--- src/rtl/bshift_pkg.sv ---
package bshift_pkg;

  typedef enum logic [1:0] {
    SK_LSL = 2'd0,
    SK_LSR = 2'd1,
    SK_ASR = 2'd2,
    SK_ROR = 2'd3
  } shift_kind_e;

  typedef enum logic [1:0] {
    ACT_PASS  = 2'd0,
    ACT_SHIFT = 2'd1,
    ACT_RRX   = 2'd2
  } shift_act_e;

endpackage

--- src/rtl/bshift_amount_decode.sv ---
module bshift_amount_decode
  import bshift_pkg::*;
#(
  parameter int DATA_W    = 32,
  parameter int IMM_AMT_W = 5,
  parameter int REG_AMT_W = 8,
  parameter int NW        = 6
) (
  input  shift_kind_e          kind,
  input  logic                 reg_src,
  input  logic [IMM_AMT_W-1:0] imm_amt,
  input  logic [REG_AMT_W-1:0] reg_amt,
  output shift_act_e           act,
  output logic [NW-1:0]        amt
);
  localparam logic [NW-1:0]        N_FULL   = NW'(DATA_W);
  localparam logic [NW-1:0]        N_OVER   = NW'(DATA_W + 1);
  localparam logic [REG_AMT_W-1:0] REG_FULL = REG_AMT_W'(DATA_W);

  logic [IMM_AMT_W-1:0] reg_low;
  assign reg_low = reg_amt[IMM_AMT_W-1:0];

  always_comb begin
    act = ACT_SHIFT;
    amt = '0;
    if (reg_src) begin
      if (reg_amt == '0) begin
        act = ACT_PASS;
      end else begin
        unique case (kind)
          SK_LSL, SK_LSR: amt = (reg_amt > REG_FULL) ? N_OVER : NW'(reg_amt);
          SK_ASR:         amt = (reg_amt >= REG_FULL) ? N_FULL : NW'(reg_amt);
          default:        amt = (reg_low == '0) ? N_FULL : NW'(reg_low);
        endcase
      end
    end else begin
      if (imm_amt == '0) begin
        unique case (kind)
          SK_LSL:         act = ACT_PASS;
          SK_LSR, SK_ASR: amt = N_FULL;
          default:        act = ACT_RRX;
        endcase
      end else begin
        amt = NW'(imm_amt);
      end
    end
  end
endmodule

--- src/rtl/bshift_datapath.sv ---
module bshift_datapath
  import bshift_pkg::*;
#(
  parameter int DATA_W = 32,
  parameter int NW     = 6
) (
  input  shift_kind_e       kind,
  input  shift_act_e        act,
  input  logic [NW-1:0]     amt,
  input  logic [DATA_W-1:0] x,
  input  logic              cin,
  output logic [DATA_W-1:0] res,
  output logic              cout
);
  localparam logic [NW-1:0] N_FULL = NW'(DATA_W);

  logic [DATA_W:0]        left_w;
  logic [DATA_W:0]        right_w;
  logic signed [DATA_W:0] arith_w;
  logic [DATA_W-1:0]      rot_w;
  logic [NW-1:0]          back_amt;

  // one guard bit catches the last bit shifted out
  assign left_w   = {1'b0, x} << amt;
  assign right_w  = {x, 1'b0} >> amt;
  assign arith_w  = $signed({x, 1'b0}) >>> amt;
  assign back_amt = N_FULL - amt;
  assign rot_w    = (x >> amt) | (x << back_amt);

  always_comb begin
    res  = x;
    cout = cin;
    unique case (act)
      ACT_RRX: begin
        res  = {cin, x[DATA_W-1:1]};
        cout = x[0];
      end
      ACT_SHIFT: begin
        unique case (kind)
          SK_LSL: begin res = left_w[DATA_W-1:0];  cout = left_w[DATA_W]; end
          SK_LSR: begin res = right_w[DATA_W:1];   cout = right_w[0];     end
          SK_ASR: begin res = arith_w[DATA_W:1];   cout = arith_w[0];     end
          default: begin res = rot_w;              cout = rot_w[DATA_W-1]; end
        endcase
      end
      default: begin
        res  = x;
        cout = cin;
      end
    endcase
  end
endmodule

--- src/rtl/bshift_const_rot.sv ---
module bshift_const_rot #(
  parameter int DATA_W = 32,
  parameter int CONST_W = 8,
  parameter int ROT_W  = 4,
  parameter int NW     = 6
) (
  input  logic [CONST_W-1:0] k,
  input  logic [ROT_W-1:0]   rot,
  input  logic               cin,
  output logic [DATA_W-1:0]  res,
  output logic               cout
);
  localparam logic [NW-1:0] N_FULL = NW'(DATA_W);

  logic [DATA_W-1:0] k_ext;
  logic [NW-1:0]     sh;
  logic [NW-1:0]     sh_back;

  assign k_ext   = DATA_W'(k);
  assign sh      = NW'({rot, 1'b0});
  assign sh_back = N_FULL - sh;
  assign res     = (k_ext >> sh) | (k_ext << sh_back);
  assign cout    = (rot != '0) ? res[DATA_W-1] : cin;
endmodule

--- src/rtl/bshift_unit.sv ---
module bshift_unit
  import bshift_pkg::*;
#(
  parameter int DATA_W    = 32,
  parameter int IMM_AMT_W = 5,
  parameter int REG_AMT_W = 8,
  parameter int CONST_W   = 8,
  parameter int ROT_W     = 4
) (
  input  logic                 clk,
  input  logic                 rst_n,
  input  logic                 in_valid,
  output logic                 in_ready,
  input  logic [DATA_W-1:0]    in_operand,
  input  logic [1:0]           in_type,
  input  logic                 in_reg_src,
  input  logic [IMM_AMT_W-1:0] in_imm_amt,
  input  logic [REG_AMT_W-1:0] in_reg_amt,
  input  logic                 in_carry,
  input  logic                 in_const_mode,
  input  logic [CONST_W-1:0]   in_const,
  input  logic [ROT_W-1:0]     in_rot,
  output logic                 out_valid,
  input  logic                 out_ready,
  output logic [DATA_W-1:0]    out_result,
  output logic                 out_carry
);
  localparam int NW = $clog2(DATA_W + 2);

  shift_kind_e       kind;
  shift_act_e        act;
  logic [NW-1:0]     amt;
  logic [DATA_W-1:0] sh_res, k_res, nxt_res;
  logic              sh_c, k_c, nxt_c;
  logic              take;

  assign kind = shift_kind_e'(in_type);

  bshift_amount_decode #(
    .DATA_W(DATA_W), .IMM_AMT_W(IMM_AMT_W), .REG_AMT_W(REG_AMT_W), .NW(NW)
  ) dec_i (
    .kind(kind), .reg_src(in_reg_src), .imm_amt(in_imm_amt),
    .reg_amt(in_reg_amt), .act(act), .amt(amt)
  );

  bshift_datapath #(.DATA_W(DATA_W), .NW(NW)) dp_i (
    .kind(kind), .act(act), .amt(amt), .x(in_operand), .cin(in_carry),
    .res(sh_res), .cout(sh_c)
  );

  bshift_const_rot #(
    .DATA_W(DATA_W), .CONST_W(CONST_W), .ROT_W(ROT_W), .NW(NW)
  ) kr_i (
    .k(in_const), .rot(in_rot), .cin(in_carry), .res(k_res), .cout(k_c)
  );

  assign nxt_res  = in_const_mode ? k_res : sh_res;
  assign nxt_c    = in_const_mode ? k_c   : sh_c;
  assign in_ready = !out_valid || out_ready;
  assign take     = in_valid && in_ready;

  always_ff @(posedge clk or negedge rst_n) begin
    if (!rst_n) begin
      out_valid  <= 1'b0;
      out_result <= '0;
      out_carry  <= 1'b0;
    end else if (take) begin
      out_valid  <= 1'b1;
      out_result <= nxt_res;
      out_carry  <= nxt_c;
    end else if (out_ready) begin
      out_valid  <= 1'b0;
    end
  end
endmodule

--- config.mk ---
export PLATFORM = sky130hd
export DESIGN_NAME = bshift_unit
export DESIGN_NICKNAME = d
export VERILOG_FILES = /design/src/rtl/bshift_pkg.sv /design/src/rtl/bshift_amount_decode.sv /design/src/rtl/bshift_datapath.sv /design/src/rtl/bshift_const_rot.sv /design/src/rtl/bshift_unit.sv
export SDC_FILE = /design/constraint.sdc
export NUM_CORES = 1
export LEC_CHECK = 0
export ABC_AREA = 1
export ABC_CLOCK_PERIOD_IN_PS = 1400
export CAP_MARGIN = 20
export CORE_MARGIN = 2
export CORE_UTILIZATION = 45
export CTS_BUF_LIST = sky130_fd_sc_hd__clkbuf_4 sky130_fd_sc_hd__clkbuf_8
export DETAILED_ROUTE_END_ITERATION = 12
export PLACE_DENSITY = 0.76
export REMOVE_ABC_BUFFERS = 1
export SETUP_SLACK_MARGIN = 0.2
export SYNTH_ARGS = -nofsm -noshare
export SYNTH_HDL_FRONTEND = slang
export SYNTH_SLANG_ARGS = --single-unit
--- constraint.sdc ---
create_clock -name clk -period 1.4 [get_ports clk]
set_input_delay 0.21 -clock clk [delete_from_list [all_inputs] [get_ports clk]]
set_output_delay 0.21 -clock clk [all_outputs]
set_load 0.1 [all_outputs]
==> flow_summary_export.csv, run 1 <==
group,metric,value,unit
status,status,"aborted with a tool error",
status,stop_stage,"global routing (5_1_grt)",
status,error,"[ERROR GRT-0232] Routing congestion too high. Check the congestion heatmap in the GUI.",
place,io_buffers,100,
clock_network,cts_root_buf,"clkbuf_8",
floorplanning,die_w,149,um
grt,grt_max_degree,43,
yosys,ys.flop_type,"dfrtp_1",
sta,worst_endpoint,"out_result[10]$_DFFE_PN0P_/D",
floorplanning,start_util,0.456,
yosys,yosysSeqAreaShare,0.0894,
yosys,synth_cell_type_count,42,
yosys,ys_seq_elements,34,
yosys,synth_edf_count,0,
grt,grt_overflow,19,
yosys,syn_area,9520,um2
sta,endpoint_type,"sequential cell input",
clock_network,postCtsHoldBufs,0,
clock_network,numClockSinks,34,
yosys,syn_avg_cell_area,4.88,um2
clock_network,htree_levels,2,
place,pre_cts_slack,-2.16,ns
floorplanning,die_h,149,um
grt,grt_usage,0.712,
place,routabilityCongestion,1.15,
place,hpwl,44300,um
clock_network,clockBufferDepth,2,
floorplanning,io_pins,101,
yosys,yosysWarnings,0,
floorplanning,rows,53,
yosys,ys_async_sr_fraction,1.00,
clock_network,cts_buffers,5,
yosys,synth_cells,1951,
-- metrics by stage --
step                      cell area, um2  TNS, ns  utilization  hold WS (ns)  instances
after floorplan                     8870  -113.74            -       -0.0856       1828
after global placement             13800   -64.55        0.662         0.547       2578
after detailed placement           13800   -67.02        0.662         0.563       2578
after CTS                          16400   -35.66        0.785         0.301       2657
-- routing by layer --
| layer | global-route usage | GRT overflow |
|---|---|---|
| met5 | 0.223 | 0 |
| met1 | 0.756 | 0 |
| met4 | 0.616 | 14 |
| met2 | 0.877 | 5 |
| met3 | 0.548 | 0 |
-- what timing repair did --
item	4_1_cts
cloned	15
pin swaps	142
endpoints found under the setup margin	34
resized for setup	496
setup buffers	56
-- synthesized netlist by cell type, types with 2 or more instances --
cell	number	area share
o211ai_1	12	0.0095
a31oi_1	9	0.0059
nand2_2	15	0.0099
nor2_4	4	0.0047
a21oi_1	181	0.095
nand3b_1	2	0.0016
nand2_4	2	0.0024
dfrtp_1	34	0.089
nor2_2	9	0.0059
o21ai_1	28	0.015
clkinv_1	5	0.0020
buf_6	14	0.017
o21ai_2	6	0.0055
ha_1	8	0.011
buf_4	10	0.0079
inv_1	123	0.048
nor2_1	161	0.063
clkbuf_1	52	0.020
inv_2	21	0.0083
o21ai_0	65	0.034
buf_1	13	0.0051
nand2_1	698	0.28
buf_2	34	0.018
nand3_1	399	0.21
nand4_1	20	0.013
or2_2	4	0.0026
o22ai_1	2	0.0013
nor3_1	6	0.0032
-- kinds of logic after synthesis --
family / after synthesis / share of synthesized area
compound gates: 308 / 0.171
mux: 1 / 0.00105
xor+xnor: 2 / 0.00381
fa+ha+maj: 8 / 0.0105
simple gates: 1325 / 0.597
buf+inv: 273 / 0.127
flops: 34 / 0.0894
==> run 2, diff against run 1 <==
ABC_CLOCK_PERIOD_IN_PS = 1800   (was 1400)
CORE_UTILIZATION = 30   (was 45)
CTS_BUF_LIST = not set   (was sky130_fd_sc_hd__clkbuf_4 sky130_fd_sc_hd__clkbuf_8)
PLACE_DENSITY = not set   (was 0.76)
PLACE_DENSITY_LB_ADDON = 0.15   (was not set)
SETUP_SLACK_MARGIN = not set   (was 0.2)
clock period = 1.8 ns   (was 1.4 ns; I/O delays follow)
==> flow_summary_export.csv, run 2 <==
group,metric,value,unit
final_layout,area_delta_synth_final,93.0,%
floorplanning,io_pins,101,
route,ant_nets,0,
grt,grt_pass1_vias,15000,
clock_network,clk_latency,0.30,ns
sta,period_share,1.54,
final_layout,largest_register_ffs,32,
yosys,syn_area,9520,um2
route,drc,0,
route,drt_iter0_drc,2123,
clock_network,cts_tree,"built",
yosys,synthTopCellsByCount,"nand2_1, nand3_1, a21oi_1",
clock_network,path_clk_slew,0.07,ns
setup_path,worst_ep_required_time,1.98,ns
yosys,ys.flop_type,"dfrtp_1",
status,status,"finished with violations",
flow_run,maxCapViolations,0,
grt,grt_overflow,0,
place,hpwl,48300,um
place,io_buffers,100,
sta,worst-slew-pin-transition,0.708,ns
sta,maxSlewViolCount,0,
floorplanning,die_w,182,um
floorplanning,die_h,182,um
floorplanning,die_area,33200,um2
clock_network,htree_levels,2,
sta,grt_setup_unrepaired,"true",
grt,grt_max_degree,47,
sta,hold_viol_final,0,
place,routabilityCongestion,1.04,
sta,slew_headroom,0.523,
setup_path,critical_path_class,"input pin to register",
setup_path,r2r_cells,6,
grt,grt_pass1_wl,93500,um
min_path,holdCritPathClass,"input pin to async pin",
clock_network,clockBufferDepth,2,
grt,antenna_found_initial,0,
final_layout,fillerInstances,3091,
setup_path,r2r_slack,0.35,ns
yosys,synth_top_cell_by_area,"nand2_1",
final_layout,largest_register,"out_result",
pwr,peakVddDrop,0.505,mV
yosys,synth_cells,1951,
sta,finalCriticalPeriod,2.76,ns
yosys,syn_avg_cell_area,4.88,um2
setup_path,worstPathArrival,2.94,ns
yosys,synth_edf_count,0,
pwr,p_leak,8.89,nW
clock_network,numClockSinks,34,
yosys,synthTopCellsByArea,"nand2_1, nand3_1, a21oi_1",
route,drt-vias-per-instance,5.83,
yosys,synth_cell_type_count,42,
setup_path,start_kind,"input pin",
grt,grt_usage,0.375,
yosys,yosys.area.top_type_share,0.275,
sta,fmax,362,MHz
final_layout,diodes,0,
yosys,ys_async_sr_fraction,1.00,
sta,worst_slack,-0.965,ns
yosys,ys_seq_elements,34,
clock_network,cts_root_buf,"clkbuf_16",
final_layout,reg.largest.list,"out_result (32), out_carry (1), out_valid (1)",
final_layout,mostFrequentLayoutCells,"nand2_1, buf_4, nand3_1, nand2_2, a21oi_1",
setup_path,crit_fanout,6,
setup_path,endpoint_kind,"register",
setup_path,cp_slowest_cell,"ha_4",
sta,finalSetupViolCount,33,
setup_path,cp_common_cell,"nand2_2",
floorplanning,start_util,0.303,
route,dr.pass1.iters,8,
status,violations,"setup timing",
setup_path,r2r-start,"out_valid",
route,vias,16500,
yosys,yosysSeqAreaShare,0.0894,
sta,fin_skew,0.00826,ns
clock_network,cts_buffers,5,
final_layout,final_common_cell,"nand2_1",
final_layout,fin_nets,2496,
setup_path,path_buf_inv,6,
yosys,yosysWarnings,0,
yosys,yosysMostFrequentCell,"nand2_1",
setup_path,critical-path-max-stage-delay,0.27,ns
setup_path,crit_family,"simple AND/OR/NAND/NOR gates",
final_layout,fin_util,0.585,
setup_path,regToRegEndpoint,"out_result[23]",
pwr,power_density,687,nW/um2
route,detail_route.wl_per_cell,24.0,um
sta,fin_hold_ws,0.399,ns
setup_path,cp_cell_sequence,"buf_12 > clkinv_8 > ha_4 > nand3_2 > nand2_2 > nand2_2 > nand2_2 > nand3_4 > nand2_8 > inv_4 > ha_4 > buf_12 > inv_12 > buf_4 > nand2_1 > nand3_4 > nand3_1 > nand3_2 > nand3_2 > nand3_1 > nand3_1 > nand2_1 > nand2_2 > a21oi_2",
floorplanning,rows,65,
floorplanning,core,31400,um2
route,wl,67800,um
final_layout,drive_gt1_frac,0.476,
## run 2: layout make-up
| class | instances | area, um2 | share of cell area |
|---|---|---|---|
| clock inverters | 2 | 12.5 | 0.000681 |
| multi-input cells | 1644 | 10200 | 0.553 |
| repair buffers | 587 | 6060 | 0.330 |
| inverters | 150 | 642 | 0.0349 |
| clock buffers | 6 | 139 | 0.00756 |
| flip-flops and latches | 34 | 851 | 0.0463 |
| well taps | 402 | 503 | 0.0274 |
## run 2: kinds of logic (layout without fill, tap and decap cells)
kind of cell             Yosys count  after routing  synth area share
multiplexers                       1              1           0.00105
XOR/XNOR                           2              2           0.00381
buffers and inverters            273            745             0.127
AO/OA/AOI/OAI                    308            308             0.171
flip-flops                        34             34            0.0894
AND/OR/NAND/NOR                 1325           1325             0.597
adder cells (fa/ha/maj)            8              8            0.0105
## run 2: worst max path at each step
| stage | startpoint | endpoint | slack, ns | cells after the start |
|---|---|---|---|---|
| after global routing | in_type[0] | out_result[28] | -1.08 | 24 |
| after floorplan | in_type[0] | out_result[27] | -3.17 | 17 |
| after CTS | in_type[0] | out_result[27] | -0.87 | 24 |
| after global placement | in_type[0] | out_result[4] | -1.92 | 28 |
| after detailed placement | in_type[0] | out_result[4] | -1.93 | 28 |
| final | in_type[0] | out_result[28] | -0.96 | 24 |
## run 2: power by group
part	switching, mW	total (mW)	internal [mW]
registers	0.156	1.06	0.904
logic	6.52	10.6	4.10
clock network	0.385	0.934	0.549
## run 2: what timing repair did
action                                  CTS  global route
endpoints found under the setup margin   33            33
gates resized for setup                 442           440
setup buffers                            45            41
hold buffers                              0             0
gates cloned                             14             7
pin swaps                                90           155
## run 2: metal layers
layer | part of all wire | up-vias | GRT usage
li1 | - | 7388 | -
met1 | 0.40 | 7722 | 0.509
met2 | 0.42 | 1079 | 0.559
met3 | 0.11 | 291 | 0.0866
met4 | 0.066 | 0 | 0.177
met5 | 0 | - | 0
## run 2: stage by stage
stage | instance area [um2] | total power, mW | instances | TNS (ns) | setup WS [ns]
2_1_floorplan | 8870 | 4.99 | 1828 | -101.78 | -3.17
6_report | 18400 | 12.6 | 2825 | -28.41 | -0.965
3_5_place_dp | 13800 | 8.66 | 2715 | -58.71 | -1.93
4_1_cts | 16300 | 11.0 | 2780 | -26.55 | -0.870
3_3_place_gp | 13800 | 8.68 | 2715 | -58.35 | -1.92
5_1_grt | 18400 | 13.1 | 2825 | -31.79 | -1.08
Note: power is estimated with default switching activity, not from simulation.
==> run 3, diff against run 2 <==
CORE_MARGIN = 1   (was 2)
==> flow_summary_export.csv, run 3 (same netlist as run 2, synthesis figures left out) <==
group,metric,value,unit
clock_network,cts_buffers,5,
sta,maxSlewViolCount,0,
clock_network,cts_tree,"built",
final_layout,final_common_cell,"nand2_1",
floorplanning,start_util,0.308,
clock_network,numClockSinks,34,
grt,grt_max_degree,43,
setup_path,worstPathArrival,2.94,ns
sta,fin_hold_ws,0.420,ns
pwr,internal_power,5.60,mW
grt,grt_pass1_wl,101000,um
route,vias,16700,
sta,finalCriticalPeriod,2.71,ns
floorplanning,die_h,180,um
clock_network,clk_latency,0.30,ns
final_layout,reg.largest.list,"out_result (32), out_carry (1), out_valid (1)",
final_layout,fillerInstances,3052,
final_layout,fin_cells,2833,
pwr,p_leak,8.92,nW
setup_path,endpoint_kind,"register",
final_layout,area_delta_synth_final,92.1,%
sta,grt_setup_unrepaired,"true",
floorplanning,io_pins,101,
clock_network,htree_levels,2,
route,drt-vias-per-instance,5.88,
sta,worst_slack,-0.906,ns
min_path,holdCritPathClass,"input pin to async pin",
place,io_buffers,100,
status,status,"finished with violations",
final_layout,largest_register,"out_result",
grt,grt_pass1_vias,15700,
route,top_layer,"met4",
clock_network,clockBufferDepth,2,
floorplanning,core,30900,um2
sta,hold_viol_final,0,
setup_path,crit_fanout,7,
final_layout,design_area,18300,um2
pwr,combPwrFrac,0.817,
sta,slew_headroom,0.572,
floorplanning,die_w,180,um
place,place_area,14100,um2
final_layout,mostFrequentLayoutCells,"nand2_1, buf_4, nand3_1, nand2_2, nor2_1",
route,detail_route.wl_per_cell,25.2,um
setup_path,start_kind,"input pin",
route,drc,0,
setup_path,critical_path_class,"input pin to register",
route,wl_met2,29300,um
final_layout,largest_register_ffs,32,
clock_network,path_clk_slew,0.07,ns
setup_path,worst_ep_required_time,2.03,ns
pwr,p_sw,6.95,mW
place,hpwl,51300,um
sta,worst-slew-pin-transition,0.636,ns
floorplanning,die_area,32500,um2
setup_path,critical-path-max-stage-delay,0.32,ns
route,wl_met3,8780,um
grt,grt_overflow,0,
flow_run,maxCapViolations,0,
pwr,seq_power_share,0.085,
place,dp_cells,2736,
route,wl,71300,um
pwr,peakVddDrop,0.547,mV
grt,grt_usage,0.416,
route,wirelength_met1,28300,um
pwr,power_density,686,nW/um2
route,ant_nets,0,
route,dr.pass1.iters,7,
clock_network,cts_root_buf,"clkbuf_16",
grt,antenna_found_initial,2,
pwr,p_clk_frac,0.098,
final_layout,drive_gt1_frac,0.468,
place,routabilityCongestion,1.05,
floorplanning,rows,64,
setup_path,cp_common_cell,"nand2_2",
clock_network,postCtsHoldBufs,0,
status,violations,"setup timing",
sta,setup_tns,-27.46,ns
setup_path,cp_slowest_cell,"o211ai_1",
final_layout,fin_nets,2507,
sta,fin_skew,0.00744,ns
sta,period_share,1.50,
pwr,power.share.switching,0.554,
sta,finalSetupViolCount,33,
route,drt_iter0_drc,2131,
sta,fmax,370,MHz
setup_path,cp_cell_sequence,"buf_12 > clkinv_8 > ha_4 > nand3_2 > nand2_2 > nand2_2 > nand2_2 > nand3_4 > buf_12 > clkbuf_16 > buf_6 > nand3_4 > nand2_4 > o211ai_1 > nand3_1 > nand3_2 > nand3_2 > a21oi_2 > nand2_1 > nand2_1 > nand2_2 > a21oi_2",
[run 3: cell count changes in the layout (fill, tap and decap cells not counted), moves of 6 or more]
| cell | before | now |
|---|---|---|
| a21oi_1 | 137 | 129 |
| nand2_8 | 8 | 14 |
| nand3_4 | 40 | 27 |
| nand2_1 | 462 | 478 |
| nand3_1 | 228 | 245 |
| nand2_2 | 191 | 172 |
| inv_2 | 34 | 28 |
| buf_4 | 384 | 402 |
| a21oi_2 | 41 | 49 |
| buf_12 | 71 | 64 |
| inv_4 | 13 | 20 |
[run 3: routing by layer]
metal,up-vias,track usage
met5,-,0
met2,1119,0.633
met1,7819,0.552
met4,0,0.194
met3,297,0.101
li1,7421,-
[run 3: worst paths after layout]
path / start / end / slack, ns / cells past startpoint
min in group clk: out_result[17] / out_result[17] / 0.52 / 2
max reg2reg: out_valid / out_result[6] / 0.36 / 7
min: rst_n / out_result[23] / 0.42 / 2
max in group asynchronous: rst_n / out_result[7] / 1.00 / 2
min reg2reg: out_result[17] / out_result[17] / 0.52 / 2
max: in_type[0] / out_result[29] / -0.91 / 22
[run 3: worst max-delay path: cells and delay by family]
| family | cells | cell delay, ns |
|---|---|---|
| fa+ha+maj | 1 | 0.14 |
| simple gates | 13 | 1.29 |
| compound gates | 3 | 0.59 |
| buf+inv | 5 | 0.65 |
[run 3: area by class of cell]
class	instances	area, um2	area share
antenna	3	7.51	0.000410
clock buffer	5	125	0.00684
clock inverter	3	68.8	0.00376
inverter	150	659	0.0360
multi-input combinational	1644	10000	0.549
sequential	34	851	0.0465
tap	396	495	0.0271
timing repair buffer	598	6040	0.330
[run 3: power by group through the flow]
stage,logic (mW),registers (mW),clock network (mW)
after floorplan,2.97,2.02,0
after global placement,7.85,1.08,0
after detailed placement,7.83,1.07,0
after CTS,9.30,1.06,1.23
after global routing,10.7,1.08,1.25
final,10.3,1.06,1.23
[run 3: per-stage QoR]
step / total power, mW / utilization / worst slack [ns]
detailed placement: 8.90 / 0.458 / -1.86
CTS: 11.6 / 0.554 / -0.799
finish: 12.5 / 0.592 / -0.906
floorplan: 4.99 / - / -3.17
global placement: 8.93 / 0.458 / -1.89
global route: 13.0 / 0.592 / -1.00
[run 3: repair_timing]
action	in CTS	in global routing
setup buffers	64	14
pin swaps	188	128
resized for setup	604	243
cloned	9	6
endpoints found under the hold margin	0	0
endpoints found under the setup margin	33	33
==> run 4, diff against run 3 <==
CAP_MARGIN = 40   (was 20)
==> results of run 4 <==
Final layout, timing and power as in run 3 (identical DEF).
